[src/rtl/slp_pkg.sv]
package slp_pkg;
  typedef enum logic [2:0] {
    ST_RUN     = 3'd0,
    ST_SLEEP   = 3'd1,
    ST_STARTUP = 3'd2,
    ST_HALT    = 3'd3,
    ST_WAKE    = 3'd4
  } seq_st_t;

  typedef enum logic [2:0] {
    MD_IDLE    = 3'b000,
    MD_ADCQ    = 3'b001,
    MD_DEEP    = 3'b010,
    MD_TIMER   = 3'b011,
    MD_RSV0    = 3'b100,
    MD_RSV1    = 3'b101,
    MD_STBY    = 3'b110,
    MD_STBY_TM = 3'b111
  } sleep_md_t;

  typedef struct packed {
    logic cpu;
    logic io;
    logic adc;
    logic asy;
    logic osc;
  } gate_t;

  localparam gate_t GATES_ALL_ON = '{cpu: 1'b1, io: 1'b1, adc: 1'b1, asy: 1'b1, osc: 1'b1};
  localparam int    HALT_CYC     = 4;
endpackage

[src/rtl/slp_ctrl_reg.sv]
module slp_ctrl_reg #(
  parameter int REG_W   = 8,
  parameter int SE_BIT  = 5,
  parameter int SM2_BIT = 2,
  parameter int SM1_BIT = 4,
  parameter int SM0_BIT = 3
) (
  input  logic             clk,
  input  logic             rst,
  input  logic             we,
  input  logic [REG_W-1:0] wdata,
  output logic [REG_W-1:0] rdata,
  output logic             sleep_en,
  output logic [2:0]       mode_raw
);
  logic [REG_W-1:0] ctrl_q;

  always_ff @(posedge clk) begin
    if (rst)     ctrl_q <= '0;
    else if (we) ctrl_q <= wdata;
  end

  assign rdata    = ctrl_q;
  assign sleep_en = ctrl_q[SE_BIT];
  assign mode_raw = {ctrl_q[SM2_BIT], ctrl_q[SM1_BIT], ctrl_q[SM0_BIT]};

  AST_REG_CLEAR_AFTER_RST: assert property (@(posedge clk) disable iff (rst)
    ($past(rst) && !$past(we)) |-> (rdata == '0));
endmodule

[src/rtl/slp_gate_map.sv]
module slp_gate_map
  import slp_pkg::*;
(
  input  logic [2:0] mode_raw,
  input  logic       xtal_sel,
  output gate_t      sleep_gates,
  output logic       use_full
);
  sleep_md_t eff_md;

  always_comb begin
    eff_md = sleep_md_t'(mode_raw);
    if (eff_md == MD_RSV0 || eff_md == MD_RSV1) eff_md = MD_IDLE;
    if ((eff_md == MD_STBY || eff_md == MD_STBY_TM) && !xtal_sel) eff_md = MD_IDLE;
  end

  always_comb begin
    sleep_gates = '0;
    use_full    = 1'b0;
    case (eff_md)
      MD_IDLE:    begin sleep_gates.io = 1'b1; sleep_gates.adc = 1'b1;
                        sleep_gates.asy = 1'b1; sleep_gates.osc = 1'b1; end
      MD_ADCQ:    begin sleep_gates.adc = 1'b1; sleep_gates.asy = 1'b1;
                        sleep_gates.osc = 1'b1; end
      MD_DEEP:    use_full = 1'b1;
      MD_TIMER:   begin sleep_gates.asy = 1'b1; use_full = 1'b1; end
      MD_STBY:    sleep_gates.osc = 1'b1;
      MD_STBY_TM: begin sleep_gates.osc = 1'b1; sleep_gates.asy = 1'b1; end
      default:    begin sleep_gates.io = 1'b1; sleep_gates.adc = 1'b1;
                        sleep_gates.asy = 1'b1; sleep_gates.osc = 1'b1; end
    endcase
  end
endmodule

[src/rtl/slp_seq.sv]
module slp_seq
  import slp_pkg::*;
#(
  parameter int CNT_W = 8
) (
  input  logic             clk,
  input  logic             rst,
  input  logic             sleep_go,
  input  logic             irq,
  input  logic             rst_req,
  input  gate_t            sel_gates,
  input  logic             sel_full,
  input  logic [CNT_W-1:0] cnt_short,
  input  logic [CNT_W-1:0] cnt_full,
  output logic             core_halt,
  output gate_t            gates_o,
  output logic             wake_irq,
  output logic             wake_reset
);
  localparam int HC_W = $clog2(HALT_CYC);
  localparam logic [HC_W-1:0] HC_LAST = HC_W'(HALT_CYC - 1);

  seq_st_t          state, state_n;
  logic [CNT_W-1:0] cnt, cnt_n, ld_val;
  logic [HC_W-1:0]  hcnt, hcnt_n;
  logic             rflag, rflag_n;
  gate_t            gq, gq_n;
  logic             fq, fq_n;

  assign ld_val = fq ? cnt_full : cnt_short;

  always_comb begin
    state_n = state;
    cnt_n   = cnt;
    hcnt_n  = hcnt;
    rflag_n = rflag;
    gq_n    = gq;
    fq_n    = fq;
    case (state)
      ST_RUN: if (sleep_go) begin
        state_n = ST_SLEEP;
        gq_n    = sel_gates;
        fq_n    = sel_full;
      end
      ST_SLEEP: if (rst_req || irq) begin
        rflag_n = rst_req;
        if (ld_val == '0) begin
          state_n = ST_HALT;
          hcnt_n  = HC_LAST;
        end else begin
          state_n = ST_STARTUP;
          cnt_n   = ld_val - 1'b1;
        end
      end
      ST_STARTUP: begin
        rflag_n = rflag | rst_req;
        if (cnt == '0) begin
          state_n = ST_HALT;
          hcnt_n  = HC_LAST;
        end else begin
          cnt_n = cnt - 1'b1;
        end
      end
      ST_HALT: begin
        rflag_n = rflag | rst_req;
        if (hcnt == '0) state_n = ST_WAKE;
        else            hcnt_n  = hcnt - 1'b1;
      end
      default: state_n = ST_RUN;
    endcase
  end

  always_ff @(posedge clk) begin
    if (rst) begin
      state      <= ST_RUN;
      cnt        <= '0;
      hcnt       <= '0;
      rflag      <= 1'b0;
      gq         <= GATES_ALL_ON;
      fq         <= 1'b0;
      core_halt  <= 1'b0;
      gates_o    <= GATES_ALL_ON;
      wake_irq   <= 1'b0;
      wake_reset <= 1'b0;
    end else begin
      state      <= state_n;
      cnt        <= cnt_n;
      hcnt       <= hcnt_n;
      rflag      <= rflag_n;
      gq         <= gq_n;
      fq         <= fq_n;
      wake_irq   <= 1'b0;
      wake_reset <= 1'b0;
      case (state_n)
        ST_SLEEP: begin
          core_halt <= 1'b1;
          gates_o   <= gq_n;
        end
        ST_STARTUP: begin
          core_halt   <= 1'b1;
          gates_o     <= gq_n;
          gates_o.osc <= 1'b1;
        end
        ST_HALT: begin
          core_halt   <= 1'b1;
          gates_o     <= GATES_ALL_ON;
          gates_o.cpu <= 1'b0;
        end
        ST_WAKE: begin
          core_halt  <= 1'b0;
          gates_o    <= GATES_ALL_ON;
          wake_irq   <= !rflag_n;
          wake_reset <= rflag_n;
        end
        default: begin
          core_halt <= 1'b0;
          gates_o   <= GATES_ALL_ON;
        end
      endcase
    end
  end

  AST_WAKE_PULSE_EXCL: assert property (@(posedge clk) disable iff (rst)
    $onehot0({wake_irq, wake_reset}));
  AST_WAKE_IRQ_ONE_CYCLE: assert property (@(posedge clk) disable iff (rst)
    wake_irq |=> !wake_irq);
  AST_WAKE_RST_ONE_CYCLE: assert property (@(posedge clk) disable iff (rst)
    wake_reset |=> !wake_reset);
  AST_WAKE_AFTER_HALT: assert property (@(posedge clk) disable iff (rst)
    (wake_irq || wake_reset) |-> ($past(core_halt) && !core_halt));
  AST_HALT_CPU_OFF: assert property (@(posedge clk) disable iff (rst)
    core_halt |-> !gates_o.cpu);
  AST_RUN_ALL_ON: assert property (@(posedge clk) disable iff (rst)
    !core_halt |-> (gates_o == GATES_ALL_ON));
  AST_STARTUP_OSC_ON: assert property (@(posedge clk) disable iff (rst)
    (state == ST_STARTUP) |-> (gates_o.osc && core_halt));
endmodule

[src/rtl/slp_pwr_ctrl.sv]
module slp_pwr_ctrl
  import slp_pkg::*;
#(
  parameter int REG_W = 8,
  parameter int CNT_W = 8
) (
  input  logic             clk,
  input  logic             rst,
  input  logic             reg_we,
  input  logic [REG_W-1:0] reg_wdata,
  output logic [REG_W-1:0] reg_rdata,
  input  logic             sleep_strobe,
  input  logic             irq_pending,
  input  logic             rst_req,
  input  logic             xtal_sel,
  input  logic [CNT_W-1:0] startup_short,
  input  logic [CNT_W-1:0] startup_full,
  output logic             core_halt,
  output logic             clk_en_cpu,
  output logic             clk_en_io,
  output logic             clk_en_adc,
  output logic             clk_en_async,
  output logic             osc_en,
  output logic             wake_irq,
  output logic             wake_reset
);
  logic       sleep_en;
  logic [2:0] mode_raw;
  gate_t      sel_gates, gates;
  logic       sel_full;

  slp_ctrl_reg #(.REG_W(REG_W)) u_reg (
    .clk(clk), .rst(rst), .we(reg_we), .wdata(reg_wdata),
    .rdata(reg_rdata), .sleep_en(sleep_en), .mode_raw(mode_raw)
  );

  slp_gate_map u_map (
    .mode_raw(mode_raw), .xtal_sel(xtal_sel),
    .sleep_gates(sel_gates), .use_full(sel_full)
  );

  slp_seq #(.CNT_W(CNT_W)) u_seq (
    .clk(clk), .rst(rst), .sleep_go(sleep_strobe && sleep_en),
    .irq(irq_pending), .rst_req(rst_req),
    .sel_gates(sel_gates), .sel_full(sel_full),
    .cnt_short(startup_short), .cnt_full(startup_full),
    .core_halt(core_halt), .gates_o(gates),
    .wake_irq(wake_irq), .wake_reset(wake_reset)
  );

  assign clk_en_cpu   = gates.cpu;
  assign clk_en_io    = gates.io;
  assign clk_en_adc   = gates.adc;
  assign clk_en_async = gates.asy;
  assign osc_en       = gates.osc;

  AST_NO_SLEEP_WITHOUT_SE: assert property (@(posedge clk) disable iff (rst)
    (!core_halt && !wake_irq && !wake_reset && sleep_strobe && !sleep_en) |=> !core_halt);
endmodule

[config.mk]
export PLATFORM = sky130hd
export DESIGN_NAME = slp_pwr_ctrl
export DESIGN_NICKNAME = d
export VERILOG_FILES = /design/src/rtl/slp_pkg.sv /design/src/rtl/slp_ctrl_reg.sv /design/src/rtl/slp_gate_map.sv /design/src/rtl/slp_seq.sv /design/src/rtl/slp_pwr_ctrl.sv
export SDC_FILE = /design/constraint.sdc
export NUM_CORES = 1
export LEC_CHECK = 0
export ABC_AREA = 0
export BUFFER_PORTS_ARGS = -buffer_cell sky130_fd_sc_hd__buf_2
export CAP_MARGIN = 40
export CORE_AREA = 4 4 69 71
export DETAILED_ROUTE_END_ITERATION = 8
export DIE_AREA = 0 0 73 75
export HOLD_SLACK_MARGIN = 0.15
export PLACE_DENSITY = 0.83
export SLEW_MARGIN = 40
export SYNTH_ARGS = -nofsm -noshare
export SYNTH_HDL_FRONTEND = slang
export SYNTH_SLANG_ARGS = --single-unit
[constraint.sdc]
create_clock -name clk -period 2.36 [get_ports clk]
set_input_delay 0.118 -clock clk [delete_from_list [all_inputs] [get_ports clk]]
set_output_delay 0.118 -clock clk [all_outputs]
set_load 0.03 [all_outputs]
* Word level (Yosys, flattened, before mapping)
Index checks and enable logic that the tools add are counted.
** Storage, ports and cells
- Output and inout port bits :: 16
- Bits of input ports :: 31
- Bits in registers :: 36
- Logic and storage cells :: 98
** Operators by class
- Reduce and logical (&&, ||, !) cells :: 23
- Multiplexer cells :: 29
- Bitwise gates (word level) :: 2
- Equal/unequal tests :: 22
- $add $sub $neg :: 3
** Operators by type and width (count)
- two-way mux 8 bit :: 4
- equality test 3 bit, second input constant :: 7
- equality test 3 x 2 -> 1 bit, second input constant :: 6
- two-way mux 3 bit :: 6
- logical NOT 8 bit :: 2
- one-hot mux 8 bit (2 select lines) :: 1
- subtractor 8 x 1 -> 8 bit, second input constant :: 2
- one-hot mux 5 bit (3 select lines) :: 1
- one-hot mux 3 bit (4 select lines) :: 1
- two-way mux 5 bit :: 2
- equality test 3 x 1 -> 1 bit, second input constant :: 3
- two-way mux 1 bit :: 8
- two-way mux 2 bit :: 4
- OR reduction 2 bit :: 4
- != test 2 x 1 -> 1 bit, second input constant :: 3
- != test 2 bit, second input constant :: 3
- one-hot mux 2 bit (3 select lines) :: 1
- AND reduction 5 bit :: 1
- OR reduction 5 bit :: 1
- AND reduction 4 bit :: 1
- OR reduction 4 bit :: 1
- logical NOT 3 bit :: 1
- logical OR 1 bit :: 3
- nonzero test 3 bit :: 1
- 10 further kinds :: 12

* Longest topological paths before layout
Gate-level depths: netlist of the first run.
- Depth after elaboration :: 13
- Depth in mapped cells :: 12
- Mapped depth without buffers :: 9

* Modules after synthesis
Synthesis of the first run repeated with hierarchy kept, for this count alone.
** Second synthesis, totals
- Cells, all modules :: 241
- Area, all modules :: 1989.4 µm²
** Modules (own cells, without submodules)
- slp_seq :: seq. area each 560.5 µm², cells each 201, times used 1, area an instance 1604.0 µm²
- slp_ctrl_reg :: seq. area each 160.2 µm², cells each 30, times used 1, area an instance 315.3 µm²
- slp_gate_map :: seq. area each 0.0 µm², cells each 9, times used 1, area an instance 63.8 µm²
- slp_pwr_ctrl :: seq. area each 0.0 µm², cells each 1, times used 1, area an instance 6.3 µm²

* Least setup slack after synthesis of the first run
OpenSTA, ideal clock, no wires.
- Kind :: register to register
- From :: register u_seq.state[2]
- To :: register u_seq.cnt[4]
- Period minus slack after synthesis :: 2.489 ns
- Stages on the path, launching flop included :: 13
- Arrival :: 2.419 ns
- Setup slack :: -0.129 ns
- Required time :: 2.290 ns
- Path buffers :: 3
- Library setup time :: 0.070 ns
- Cell sequence :: dfxtp_1 buf_6 nor3b_1 clkbuf_1 nor2_1 a21oi_1 ha_1 clkbuf_1 nor3b_1 xor2_1 o22ai_1 a211o_1 a21oi_1
** On the way
- Longest elaborated chain between the ends :: 3
- Elaborated cells between the ends (all ways) :: 8
- Classes of those cells :: eq/ne (5); mux (1); reduce/logical (2)
** Ends and longest elaborated chain
- from (decl) :: RTL line slp_seq.sv:23 : seq_st_t state, state_n;
- from (signal assigned) :: RTL line slp_seq.sv:86 : state <= state_n;
- equality test 3 x 2 -> 1 bit or equality test 3 x 1 -> 1 bit (tied branches) :: RTL line slp_seq.sv:39 : case (state)
- != test 2 bit (no line), or another cell as far along
- AND reduction 4 bit (no line)
- to (signal assigned) :: RTL line slp_seq.sv:87 : cnt <= cnt_n;
- to (decl) :: RTL line slp_seq.sv:24 : logic [CNT_W-1:0] cnt, cnt_n, ld_val;
Several ways; a longest one is shown, not always the timed one.
A chain may end at the register's enable or synchronous reset.

* Worst setup path in the final report of the first run
- From :: register u_seq.state[1]
- To :: register u_seq.cnt[4]
The elaborated chain is that of the path after synthesis.

==> impl_metrics.tcl, run 1 <==
set metrics [dict create \
    status "finished, final reports clean" \
    hold_class "input pin to flop" \
    syn-cell-area_um2 1950 \
    die_w_um 73 \
    tightest_slew_ns 0.480 \
    timing.reg2reg.setup_slack_ns 0.22 \
    rsz0062_at_grt "false" \
    setup-tns-final_ns 0 \
    clock_latency_ns 0.30 \
    design.core.area_um2 4230 \
    r2r_cells 10 \
    drv_cap 0 \
    vias 1890 \
    grt.overflow.total 0 \
    cts_root_buffer "clkbuf_8" \
    layout_common_cells "46 x buf_2, 36 x dfxtp_1, 26 x nor2_1, 19 x mux2i_1, 17 x nand2_1" \
    regToRegStartpoint "u_seq.state[1]" \
    start_kind "flop" \
    crit_path_end_kind "flop" \
    dieArea_um2 5480 \
    fmax_mhz 467 \
    initial_core_util_pct 46.1 \
    cts_tree "yes" \
    routed_wl_um 4860 \
    finClkSkew_ns 0.00635 \
    finalCriticalPeriod_ns 2.14 \
    setup_violations 0 \
    layout.nets 317 \
    hold_viol_final 0 \
    synth_seq_cells 36 \
    synth_edf_count 0 \
    drc 0 \
    p_leak_nw 0.992 \
    syn_inst 231 \
    worstPathRequired_ns 2.59 \
    holdCritStartpoint "startup_short[2]" \
    cp.arrival_ns 2.37 \
    syn-num-nets 264 \
    synth_warnings 0 \
    area_growth_pct 23.5 \
    r2r-end "u_seq.cnt[4]" \
    ys_types 49 \
    cts_buffers 5 \
    cellPowerDensity_nw_per_um2 604 \
    fin_hold_ws_ns 0.238 \
    io_buffers 46 \
    async_reset_ff_share_pct 0 \
    detail_route.first_pass.iterations 4 \
    drive_gt1_share_pct 26.7 \
    clockBufferDepth 2 \
    htreeDepth 2 \
    insertedDiodeCount 0 \
    slew_violations 0 \
    layout_commonest_cell "buf_2" \
    crit_type "flop to flop" \
    antenna_found_initial 0 \
    cts_setup_buffers 0 \
    fp-row-count 24 \
    avgSynthCellArea_um2 8.44 \
    grt_pass1_vias 1738 \
    drt_iter0_drc 133 \
    ant_nets 0 \
    clk_pin_slew_ns 0.08 \
    die_h_um 75 \
    min_period_over_period_pct 90.7 \
    grtUsageTotal_pct 18.3 \
    grt_pass1_wl_um 7870 \
    cp_max_fo 12 \
    dp_hpwl_um 3450 \
    boundaryPins 47 \
    grt_max_degree 26 \
    yosysSeqAreaShare_pct 36.9 \
    ir_worst_vdd_mv 0.431 \
    hold_path_end "u_seq.cnt[2]" \
    ys.flop_type "dfxtp_1" \
    hold_path_depth 4 \
    place.gp.congestion 0.830 \
    cts_sinks 36 \
    relSlewSlack_pct 68.0 \
    wire_per_inst_um 14.4 \
    routed_via_density 5.61 \
]
[logic make-up after synthesis]
family | Yosys count | share of synthesized area [%]
XOR/XNOR | 2 | 0.898
AND/OR/NAND/NOR | 100 | 27.9
flip-flops | 36 | 36.9
adder cells (fa/ha/maj) | 2 | 1.28
buffers and inverters | 22 | 5.84
multiplexers | 19 | 9.75
AO/OA/AOI/OAI | 50 | 17.4
[synth_stat cells, types with 2 or more instances]
library cell | n | area share (%)
nand3_1 | 9 | 2.3
dfxtp_1 | 36 | 37
inv_1 | 7 | 1.3
o21ai_0 | 7 | 1.8
nor2b_1 | 4 | 1.3
nor2_1 | 26 | 5.0
ha_1 | 2 | 1.3
buf_2 | 4 | 1.0
clkbuf_1 | 7 | 1.3
o21ai_1 | 2 | 0.51
mux2i_1 | 19 | 9.7
nand2_1 | 17 | 3.3
a22oi_1 | 2 | 0.77
a31oi_1 | 9 | 2.9
a21oi_1 | 11 | 2.8
xor2_1 | 2 | 0.90
or4_1 | 3 | 1.2
nand2b_1 | 6 | 1.9
buf_6 | 3 | 1.7
o211ai_1 | 3 | 1.2
nor3b_1 | 5 | 1.9
nor4_1 | 4 | 1.3
or3_1 | 2 | 0.64
and2_1 | 2 | 0.64
o31ai_1 | 2 | 0.77
nor3_1 | 10 | 2.6
or2_2 | 3 | 0.96
o22ai_1 | 3 | 0.96
[worst max-delay path by stage]
stage | startpoint | end | slack, ns | depth (start not counted)
2_1_floorplan | u_seq.state[2] | u_seq.cnt[4] | 0.03 | 12
3_3_place_gp | u_seq.state[2] | u_seq.cnt[4] | 0.29 | 10
3_5_place_dp | u_seq.state[1] | u_seq.cnt[4] | 0.21 | 10
4_1_cts | u_seq.state[1] | u_seq.cnt[4] | 0.18 | 10
5_1_grt | u_seq.state[1] | u_seq.cnt[4] | 0.06 | 10
6_report | u_seq.state[1] | u_seq.cnt[4] | 0.22 | 10
[where the power goes]
| group | switching [mW] | internal (mW) | leakage, nW |
|---|---|---|---|
| Sequential | 0.0175 | 0.633 | 0.293 |
| Combinational | 0.154 | 0.112 | 0.645 |
| Clock | 0.227 | 0.312 | 0.0541 |
[flip-flops by register name (all words and copies together), names as in the netlist]
signal,cells
u_reg.rdata,8
u_seq.cnt,8
u_seq.core_halt,1
u_seq.fq,1
u_seq.gates_o,5
u_seq.gq,5
u_seq.hcnt,2
u_seq.rflag,1
u_seq.state,3
u_seq.wake_irq,1
u_seq.wake_reset,1
[through the flow]
step | util (%) | cells | setup WS, ns | power, mW | area (µm²)
floorplan | - | 231 | 0.0330 | 0.836 | 1950
global placement | 52.2 | 321 | 0.287 | 0.907 | 2210
detailed placement | 52.2 | 321 | 0.214 | 0.914 | 2210
CTS | 56.7 | 337 | 0.181 | 1.46 | 2400
global route | 56.9 | 337 | 0.0644 | 1.52 | 2410
finish | 56.9 | 337 | 0.220 | 1.46 | 2410
[critical path, cell delays in order, from the launching register on]
cell and delay (ns):
dfxtp_1 0.33, nor3b_1 0.18, buf_4 0.21, nor2_1 0.06
a21oi_1 0.14, ha_2 0.23, nor3b_1 0.25, xor2_1 0.18
o22ai_1 0.10, a211o_1 0.26, a21oi_1 0.13
[repair_timing]
| action | in CTS | in global routing |
|---|---|---|
| gates resized for setup | 0 | 2 |
| endpoints found under the hold margin | 8 | 0 |
| hold buffers | 8 | 0 |
| endpoints found under the setup margin | 0 | 1 |
[layout make-up]
type                       instances  area (µm²)
fill                             388        1830
multi-input combinational        173        1120
sequential                        36         721
timing repair buffer              61         363
clock buffer                       5        68.8
tap                               52        65.1
clock inverter                     3        42.5
inverter                           7        26.3
[layer usage]
metal	track usage, %	part of all wire, %
met1	22.4	42
met2	31.4	51
met3	5.21	4.5
met4	5.53	2.0
met5	0	0
Note: power is estimated with default switching activity, not from simulation.
==> inputs of run 2 (changes only) <==
PLACE_DENSITY = 0.84   (was 0.83)
TNS_END_PERCENT = 5   (was default)
==> impl_metrics.tcl, run 2 (synthesized netlist as in run 1, its figures left out) <==
set metrics [dict create \
    layout.nets 317 \
    wl_met1_um 2030 \
    power_mw 1.50 \
    cts_setup_buffers 0 \
    insertedDiodeCount 0 \
    grt_pass1_vias 1791 \
    tightest_slew_ns 0.483 \
    fillCellCount 389 \
    routed.top_layer "met4" \
    relSlewSlack_pct 67.8 \
    slew_violations 0 \
    vias 1843 \
    clock_latency_ns 0.29 \
    cts_sinks 36 \
    grt_max_degree 26 \
    routed_wl_um 4610 \
    cellPowerDensity_nw_per_um2 621 \
    clockBufferDepth 2 \
    layout_common_cells "46 x buf_2, 36 x dfxtp_1, 26 x nor2_1, 19 x mux2i_1, 17 x nand2_1" \
    drv_cap 0 \
    p_leak_nw 1.01 \
    regArea_um2 721 \
    min_period_over_period_pct 89.9 \
    drc 0 \
    grt.overflow.total 0 \
    dr_wl_met3_um 212 \
    dr_wl_met2_um 2240 \
    worst_path_largest_cell_delay_ns 0.32 \
    design.core.area_um2 4230 \
    fin_cells 337 \
    ant_nets 0 \
    antenna_found_initial 0 \
    hold_viol_final 0 \
    fp-row-count 24 \
    initial_core_util_pct 46.1 \
    timing.final.ws_setup_ns 0.238 \
    drt_iter0_drc 152 \
    grtUsageTotal_pct 18.2 \
    status "finished, final reports clean" \
    critPathTopFamily "compound AO/OA/AOI/OAI gates" \
    pre_cts_ws_ns 0.188 \
    hold_class "input pin to flop" \
    setup-tns-final_ns 0 \
    cts_root_buffer "clkbuf_8" \
    setup_violations 0 \
    cp_max_fo 12 \
    path_buf_inv 1 \
    finalCriticalPeriod_ns 2.12 \
    crit_path_end_kind "flop" \
    fmax_mhz 471 \
    dp_hpwl_um 3380 \
    dpl_cell_area_um2 2210 \
    grt_pass1_wl_um 7810 \
    multiInputGateArea_um2 1120 \
    worstPathRequired_ns 2.58 \
    dieArea_um2 5480 \
    place.gp.congestion 0.897 \
    die_h_um 75 \
    crit_path_cell_trace "nor3b_1, buf_4, nor2_1, a21oi_1, ha_2, nor3b_2, xor2_1, o22ai_1, a211o_1, a21oi_1" \
    crit_type "flop to flop" \
    cts_buffers 5 \
    drive_gt1_share_pct 26.7 \
    start_kind "flop" \
    wire_per_inst_um 13.7 \
    cp.arrival_ns 2.34 \
    placedCellCount 321 \
    die_w_um 73 \
    area_growth_pct 24.3 \
    slowest_stage "dfxtp_1" \
    finClkSkew_ns 0.00891 \
    clk_pin_slew_ns 0.07 \
    boundaryPins 47 \
    cpMostUsedCell "a21oi_1" \
    io_buffers 46 \
    detail_route.first_pass.iterations 4 \
    rsz0062_at_grt "false" \
    layout_commonest_cell "buf_2" \
    ir_worst_vdd_mv 0.639 \
    cts_tree "yes" \
    htreeDepth 2 \
    design_area_um2 2420 \
    routed_via_density 5.47 \
]
## run 2: changes by cell type in the layout (fill, tap and decap cells not counted), sizes merged
cell and delta:
clkbuf +2, clkinv -1, clkinvlp -1
## run 2: cell type report
cell class                 count  share of cell area [%]
clock buffer                   7                    3.97
inverter                       7                    1.08
tap                           52                    2.68
sequential                    36                    29.7
multi-input combinational    173                    46.3
timing repair buffer          61                    15.0
clock inverter                 1                    1.24
## run 2: timing repair
item                                   CTS  global route
setup endpoints to repair                0             1
endpoints found under the hold margin    8             0
resized for setup                        0             2
hold buffers                             8             0
## run 2: through the flow
| stage | util (%) | hold WS (ns) |
|---|---|---|
| 6_report | 57.3 | 0.251 |
| 2_1_floorplan | - | 0.266 |
| 5_1_grt | 57.3 | 0.271 |
| 3_5_place_dp | 52.2 | 0.362 |
| 4_1_cts | 57.1 | 0.235 |
| 3_3_place_gp | 52.2 | 0.352 |
## run 2: worst paths after layout
kind	endpoint	slack, ns	depth (start not counted)	start
setup / recovery	u_seq.cnt[4]	0.24	10	u_seq.state[2]
hold / removal	u_seq.cnt[2]	0.25	4	startup_short[2]
setup reg to reg	u_seq.cnt[4]	0.24	10	u_seq.state[2]
hold reg to reg	u_seq.gq[4]	0.46	2	u_seq.gq[4]
## run 2: per-layer routing
metal	global-route usage, %	vias to the layer above
met5	0	-
met4	9.02	0
met3	3.87	14
met2	30.8	46
met1	21.9	842
li1	-	941
## run 2: power breakdown
part	switching (mW)	total, mW	leakage (nW)	internal, mW
Sequential	0.0174	0.650	0.293	0.633
Combinational	0.150	0.263	0.649	0.112
Clock	0.219	0.592	0.0645	0.373
## run 2: worst min-delay path: cells and delay by family
kind	cells	cell delay, ns
muxes	1	0.10
and+or+nand+nor	1	0.10
buffers and inverters	1	0.10
AOI/OAI and AO/OA	1	0.07
==> inputs of run 3 (changes only) <==
CORE_AREA = 4 4 90 92   (was 4 4 69 71)
DIE_AREA = 0 0 94 96   (was 0 0 73 75)
PLACE_DENSITY = 0.57   (was 0.84)
==> impl_metrics.tcl, run 3 (synthesized netlist as in run 1, its figures left out) <==
set metrics [dict create \
    fin_hold_ws_ns 0.257 \
    grt.overflow.total 0 \
    utilization_pct 34.3 \
    drt_iter0_drc 79 \
    hold_class "input pin to flop" \
    place.gp.congestion 0.839 \
    grt_pass1_wl_um 7760 \
    cts_setup_buffers 0 \
    layout_commonest_cell "buf_2" \
    power.internal_mw 1.06 \
    dieArea_um2 9020 \
    crit_path_end_kind "flop" \
    drc 0 \
    finClkSkew_ns 0.00162 \
    htreeDepth 2 \
    insertedDiodeCount 0 \
    vias 1826 \
    initial_core_util_pct 27.0 \
    grt_pass1_vias 1701 \
    dpl_cell_area_um2 2270 \
    cp_max_fo 12 \
    crit_type "flop to flop" \
    r2r_cells 10 \
    worstPathRequired_ns 2.51 \
    clock_latency_ns 0.28 \
    ant_nets 0 \
    cts_tree "yes" \
    p_sw_uw 393 \
    fp-row-count 31 \
    regToRegStartpoint "u_seq.state[2]" \
    layout.nets 317 \
    p_comb_share_pct 18.1 \
    grt_max_degree 26 \
    cts_sinks 36 \
    p_sw_share_pct 27.1 \
    cp.arrival_ns 2.20 \
    drive_gt1_share_pct 26.7 \
    finalCriticalPeriod_ns 2.05 \
    hold_path_depth 5 \
    use_met1_pct 13.0 \
    cellPowerDensity_nw_per_um2 587 \
    cts_root_buffer "clkbuf_8" \
    setup-tns-final_ns 0 \
    cts_buffers 5 \
    ir_worst_vdd_mv 0.182 \
    met3_usage_pct 2.42 \
    clockBufferDepth 2 \
    die_h_um 96 \
    design_area_um2 2470 \
    min_period_over_period_pct 87.0 \
    grtUsageTotal_pct 10.8 \
    holdCritStartpoint "rst_req" \
    p_seq_share_pct 44.8 \
    area_growth_pct 26.7 \
    clk_pin_slew_ns 0.07 \
    antenna_found_initial 0 \
    die_w_um 94 \
    drv_cap 0 \
    slew_violations 0 \
    clkPwrFrac_pct 37.1 \
    fmax_mhz 487 \
    relSlewSlack_pct 67.6 \
    dp_hpwl_um 3600 \
    detail_route.first_pass.iterations 4 \
    rsz0062_at_grt "false" \
    wire_per_inst_um 12.5 \
    status "finished, final reports clean" \
    layout_common_cells "46 x buf_2, 36 x dfxtp_1, 26 x nor2_1, 19 x mux2i_1, 17 x nand2_1" \
    boundaryPins 47 \
    busiest_layer "met2" \
    crit_start "u_seq.state[2]" \
    design.core.area_um2 7210 \
    io_buffers 46 \
    routed_wl_um 4800 \
    routed_via_density 4.76 \
    p_leak_nw 0.999 \
    start_kind "flop" \
    hold_viol_final 0 \
    grt_use_met2_pct 19.2 \
    setup_violations 0 \
    tightest_slew_ns 0.487 \
]
[run 3: changes by cell type in the layout (fill, tap and decap cells not counted)]
| cell | before | now |
|---|---|---|
| clkinvlp_4 | 0 | 1 |
| o31ai_1 | 2 | 1 |
| ha_2 | 1 | 0 |
| clkbuf_8 | 7 | 5 |
| clkinv_2 | 0 | 1 |
| ha_1 | 1 | 2 |
| o31ai_2 | 0 | 1 |
[run 3: what timing repair did]
item,in CTS,in global routing
endpoints found under the setup margin,0,2
gates resized for setup,0,2
hold buffers,8,0
hold endpoints to repair,8,0
[run 3: power groups by stage]
stage                     clock [mW]  combinational, mW  sequential, mW
after floorplan                    0              0.153           0.683
after global placement             0              0.251           0.664
after detailed placement           0              0.251           0.664
after CTS                      0.560              0.263           0.650
after global routing           0.592              0.293           0.654
final                          0.538              0.262           0.650
[run 3: critical path: stages (launching register included)]
cell	delay (ns)
dfxtp_1	0.32
nor3b_1	0.20
buf_4	0.21
nor2_1	0.06
a21oi_1	0.16
ha_1	0.22
buf_4	0.15
nand2_1	0.06
o31ai_2	0.24
a2bb2oi_1	0.21
a31oi_1	0.10
[run 3: layout make-up]
| cell class | count | area (µm²) |
|---|---|---|
| Fill cell | 797 | 4740 |
| Multi-Input combinational cell | 173 | 1130 |
| Sequential cell | 36 | 721 |
| Timing Repair Buffer | 61 | 363 |
| Tap cell | 99 | 124 |
| Clock buffer | 5 | 68.8 |
| Clock inverter | 3 | 42.5 |
| Inverter | 7 | 26.3 |
[run 3: final timing paths]
kind / endpoint / slack (ns)
setup reg to reg: u_seq.cnt[6] / 0.31
setup / recovery: u_seq.cnt[6] / 0.31
hold reg to reg: u_seq.gq[4] / 0.45
hold / removal: u_seq.gates_o[0] / 0.26
[run 3: metal layers]
layer  routed length, µm  share of wire (%)  up-vias
li1                    -                  -      941
met1                2180                 45      857
met2                2430                 51       24
met3                 150                3.1        4
met4                  41               0.86        0
met5                   0                  0        -
[run 3: per-stage QoR]
stage,setup WS (ns),cells,power [mW]
after floorplan,0.0330,231,0.836
after global placement,0.283,368,0.915
after detailed placement,0.257,368,0.915
after CTS,0.223,384,1.47
after global routing,0.0573,384,1.54
final,0.307,384,1.45
